--- src/rtl/irq_vector_ctrl.sv ---
module irq_vector_ctrl #(
  parameter int ADDR_W = 23,
  parameter int LVL_W  = 3,
  parameter int VEC_W  = 8,
  localparam int LEVELS = (1 << LVL_W) - 1
) (
  input  logic                    clk,
  input  logic                    rst_n,
  input  logic [LEVELS-1:0]       irq_n,
  input  logic [LEVELS*VEC_W-1:0] vec_cfg,
  input  logic                    as_n,
  input  logic [2:0]              fc,
  input  logic [ADDR_W:1]         addr,
  output logic [LVL_W-1:0]        ipl_n,
  output logic                    dtack_n,
  output logic [VEC_W-1:0]        d_out,
  output logic                    d_oe
);
  localparam int USER_BASE = 1 << (VEC_W - 2);

  logic [LEVELS:0]            pend;
  logic [LVL_W-1:0]           top;
  logic [LVL_W-1:0]           ack_lvl;
  logic [(LEVELS+1)*VEC_W-1:0] cfg_ext;
  logic [VEC_W-1:0]           cfg_v;
  logic [VEC_W-1:0]           vec;
  logic                       match;

  assign pend    = {~irq_n, 1'b0};
  assign ack_lvl = addr[LVL_W:1];
  assign cfg_ext = {vec_cfg, {VEC_W{1'b0}}};
  assign cfg_v   = cfg_ext[int'(ack_lvl)*VEC_W +: VEC_W];
  assign vec     = (int'(cfg_v) < USER_BASE) ? VEC_W'(USER_BASE + int'(ack_lvl)) : cfg_v;
  assign match   = !as_n && (fc == 3'b111) && (&addr[ADDR_W:LVL_W+1]) && pend[ack_lvl];

  always_comb begin
    top = '0;
    for (int i = 1; i <= LEVELS; i++)
      if (pend[i]) top = LVL_W'(i);
  end

  always_ff @(posedge clk) begin
    if (!rst_n) begin
      ipl_n   <= '1;
      dtack_n <= 1'b1;
      d_oe    <= 1'b0;
      d_out   <= '0;
    end else begin
      ipl_n   <= ~top;
      dtack_n <= !match;
      d_oe    <= match;
      d_out   <= match ? vec : '0;
    end
  end
endmodule

--- config.mk ---
export PLATFORM = sky130hd
export DESIGN_NAME = irq_vector_ctrl
export DESIGN_NICKNAME = d
export VERILOG_FILES = /design/src/rtl/irq_vector_ctrl.sv
export SDC_FILE = /design/constraint.sdc
export NUM_CORES = 1
export LEC_CHECK = 0
export BUFFER_PORTS_ARGS = -buffer_cell sky130_fd_sc_hd__buf_4
export CORE_MARGIN = 10
export CORE_UTILIZATION = 39
export CTS_CLUSTER_SIZE = 20
export DETAILED_ROUTE_END_ITERATION = 10
export PLACE_DENSITY = 0.9
export SYNTH_ARGS = -nofsm -noshare
export SYNTH_HDL_FRONTEND = slang
export SYNTH_SLANG_ARGS = --single-unit
export TNS_END_PERCENT = 30
--- constraint.sdc ---
create_clock -name clk -period 2.8 [get_ports clk]
set_input_delay 0.28 -clock clk [delete_from_list [all_inputs] [get_ports clk]]
set_output_delay 0.28 -clock clk [all_outputs]
set_load 0.03 [all_outputs]
Word-level counts from Yosys, hierarchy flattened --
Cells that the tools add are included.
Cells by class: $add $sub $neg 1, bitwise gates (word level) 2, order comparisons 2, equal/unequal tests 1, reduce and logical (&&, ||, !) cells 7, shift-type cells 1, mux-type cells 10
Operators with widths (count):
- variable part select 64 x 7 -> 8 bit | 1
- AND reduction 20 bit | 1
- two-way mux 3 bit | 6
- adder 7 x 3 -> 8 bit (first input constant) | 1
- less-than comparator 8 x 7 -> 1 bit (second input constant) | 1
- two-way mux 8 bit | 1
- NOT 7 bit | 1
- less-than comparator 3 x 4 -> 1 bit (second input constant) | 1
- binary-select mux 1 bit (select 3 bit) | 1
- equality test 3 bit (second input constant) | 1
- logical AND 1 bit | 3
- NOT 3 bit | 1
- zero test 1 bit | 2
- two-way mux 1 bit | 2
- AND reduction 2 bit | 1
Word-level totals: word-level logic and storage cells 28, register bits after elaboration 13, output and inout bits 13

Longest topological paths before layout --
depth in word-level cells 9, gate-level depth with buffers 7

Least setup slack after synthesis --
OpenSTA, ideal clock, no wires.
kind input-to-reg, start point in addr[2] in the netlist's numbering, end point reg d_out[4], cell stages on the path 5, data required time 2667 ps, path slack 1224 ps, arrival time 1444 ps, path through buf_2 -> buf_2 -> mux2_2 -> a221oi_1 -> nor4b_4
Between the ends: cells in the longest elaborated chain, start to end 4, elaborated cells between the ends (all ways) 8, those cells by class add/sub (1); order compare (1); shift (1); mux (3); reduce/logical (2)
RTL lines:
- from (decl) | line 13 | input logic [ADDR_W:1] addr,
- parallel branches: the longest is 4 deep, another holds less-than comparator 8 x 7 -> 1 bit
- to (signal assigned) | line 52 | d_out <= match ? vec : '0;
- to (decl) | line 16 | output logic [VEC_W-1:0] d_out,
Several ways; the timed one is not identified. The select of a mux whose other input is x is not followed. A chain may end at the register's enable or synchronous reset.

Worst setup path in the final report --
Ends and elaborated chain as after synthesis.

==> run_results.csv <==
group,metric,value,unit
run_status,outcome,"finished clean",
routing,routed-wl-met2,2226,microns
sta,period_needed,1.900,ns
grt,grt_max_degree,24,
synth,ys_seq_elements,13,
power,powerDensity,274.1,nW/um^2
routing,top_layer_used,"met4",
grt,grt.overflow.total,0,
critical_path,critical_path.n_buffers_inverters,2,
routing,vias,1297,
synth,synth_area_leaders,"dfxtp_1 24%, mux4_2 15%, mux2_2 8.5%, a221oi_1 4.9%, nor4b_4 4.5%",
sta,worst_slew_pin_slew,0.6029,ns
synth,ys.warnings.count,0,
placement,dpl_cell_area,1843,sq um
critical_path,crit_family,"simple AND/OR/NAND/NOR gates",
critical_path,worst_path_max_delay_cell,"nor2b_1",
hold_path,hold_path.class,"primary input to flip-flop",
final_layout,drive_gt1_share,61.84,%
synth,netlist_instances,105,
floorplanning,fp.dieArea,5224,sq um
routing,first_iter_violations,57,
final_layout,utilization,73.45,%
critical_path,critPathCaptureType,"flip-flop",
power,p_leak,0.8722,nW
sta,setup_violations,0,
run,maxCapViolations,0,
cts,cts_repair_resize_count,0,
grt,grt_pass1_wl,6748,microns
grt,antenna_found_initial,0,
sta,fin_crit_sh,67.87,%
cts,cts.sinks,13,
sta,final-hold-violation-count,0,
routing,dr.pass1.iters,4,
cts,clock_tree.buffer_depth,2,
critical_path,critPathLaunchType,"primary input",
floorplanning,rows,18,
floorplanning,fp.dieW,72.28,microns
final_layout,insertedDiodeCount,0,
synth,synth_area,1066,sq um
final_layout,area_growth,75.35,%
critical_path,cp_num_cells,7,
routing,wl,4287,microns
floorplanning,io_pins,105,
sta,fin_hold_ws,0.1956,ns
placement,dpl.hpwl,3818,microns
hold_path,hold_depth,2,
routing,avgViaCountPerCell,5.473,
cts,hold_buffers,0,
cts,cts_inserted_buffers,3,
final_layout,most-common-layout-cells,"104 x buf_4, 13 x dfxtp_1, 8 x mux2_2, 8 x nand2_1",
sta,rsz0062_at_grt,"no",
final_layout,final_common_cell,"buf_4",
sta,max_freq,0.5262,GHz
placement,gp_congestion,0.8129,
critical_path,crit_path_max_fanout,23,
synth,avgSynthCellArea,10.15,sq um
sta,slew_headroom,59.72,%
routing,wl_met1,1625,microns
floorplanning,die_y,72.28,microns
critical_path,worstPathRequired,2.99,ns
grt,track_usage,15.56,%
critical_path,critical_path_class,"primary input to flip-flop",
final_layout,instances_no_fill,237,
cts,cts_tree,"done",
cts,clockRootBuffer,"clkbuf_4",
synth,syn_nets,197,
final_layout,stdcell_area,1869,sq um
critical_path,crit_path_max_incr_delay,0.55,ns
routing,postRouteAntennaNets,0,
synth,yosysSeqAreaShare,24.41,%
synth,synth_top_area_share,24.41,%
grt,first_global_vias,1419,
sta,slew_viol_final,0,
floorplanning,start_util,41.89,%
critical_path,crit_arrival,2.09,ns
synth,yosysTopAreaCell,"dfxtp_1",
power,peakVddDrop,0.2099,mV
cts,clk_pin_slew_worst_paths,0.07,ns
routing,drc,0,
floorplanning,core,2545,sq um
placement,io_buffers,104,
cts,htree_levels,1,
placement,place_ws,0.6356,ns
sta,fin_tns_setup,0,ns
final_layout,final_nets,300,
placement,dp.cells,233,
routing,wl_met3,377,microns
routing,wire_per_inst,18.09,microns
critical_path,crit_chain,"buf_4 > nor2b_1 > a221oi_1 > nand3b_1 > a21oi_4 > inv_4 > nor4b_4",
cts,postCtsSetupBuffers,0,
power,total_power,512.3,uW
synth,netlist-cell-type-count,36,
sta,setup_ws,0.8995,ns
==> final cells by class <==
class	count	area, sq um
clock buffers	4	26.28
fillers	181	675.6
inverters	5	21.27
multi-input cells	81	743.2
flip-flops and latches	13	260.3
well taps	30	37.54
repair buffers	104	780.7
==> flip-flops by register name (all words and copies together) (netlist names) <==
| register | cells |
|---|---|
| dtack_n | 1 |
| ipl_n | 3 |
| d_out | 8 |
| d_oe | 1 |
==> metal layers <==
layer	global-route usage, %	vias to the layer above
li1	-	632
met3	3.673	8
met1	17.32	580
met4	5.806	0
met2	27.79	77
met5	0	-
==> cells by family after synthesis <==
kind of cell,Yosys count,synth area share [%]
AND/OR/NAND/NOR,33,20.77
multiplexers,17,26.64
buffers and inverters,11,5.868
AO/OA/AOI/OAI,31,22.30
flip-flops,13,24.41
==> cells in the mapped netlist <==
master and instances:
nand2_1 8, a221o_1 4, a2111oi_0 1, inv_1 4
nor4b_4 2, nand4b_1 1, a21oi_1 4, o21ai_0 7
nand3_1 3, o21ai_1 1, mux4_2 7, a22o_1 1
mux2_2 8, buf_6 2, or3_1 1, clkbuf_1 1
mux4_1 1, and3b_1 2, a22oi_2 1, nand3b_1 1
nand4_1 4, a21oi_4 1, nor2_1 5, inv_4 1
nor2b_1 2, a221oi_1 6, nor4_1 2, dfxtp_1 13
buf_2 3, o221ai_1 2, nor4b_2 1, mux2i_1 1
a21boi_0 1, a31oi_1 1, o21a_1 1, nor3_1 1
==> power by group <==
group	internal [mW]	switching [mW]
combinational	0.135	0.0819
sequential	0.188	0.000690
clock	0.0551	0.0518
==> worst paths after layout <==
kind	start	end	slack [ns]
worst max-delay path	addr[2]	d_out[4]	0.90
worst min-delay path	rst_n	ipl_n[0]	0.20
(Power assumes the default switching activity.)
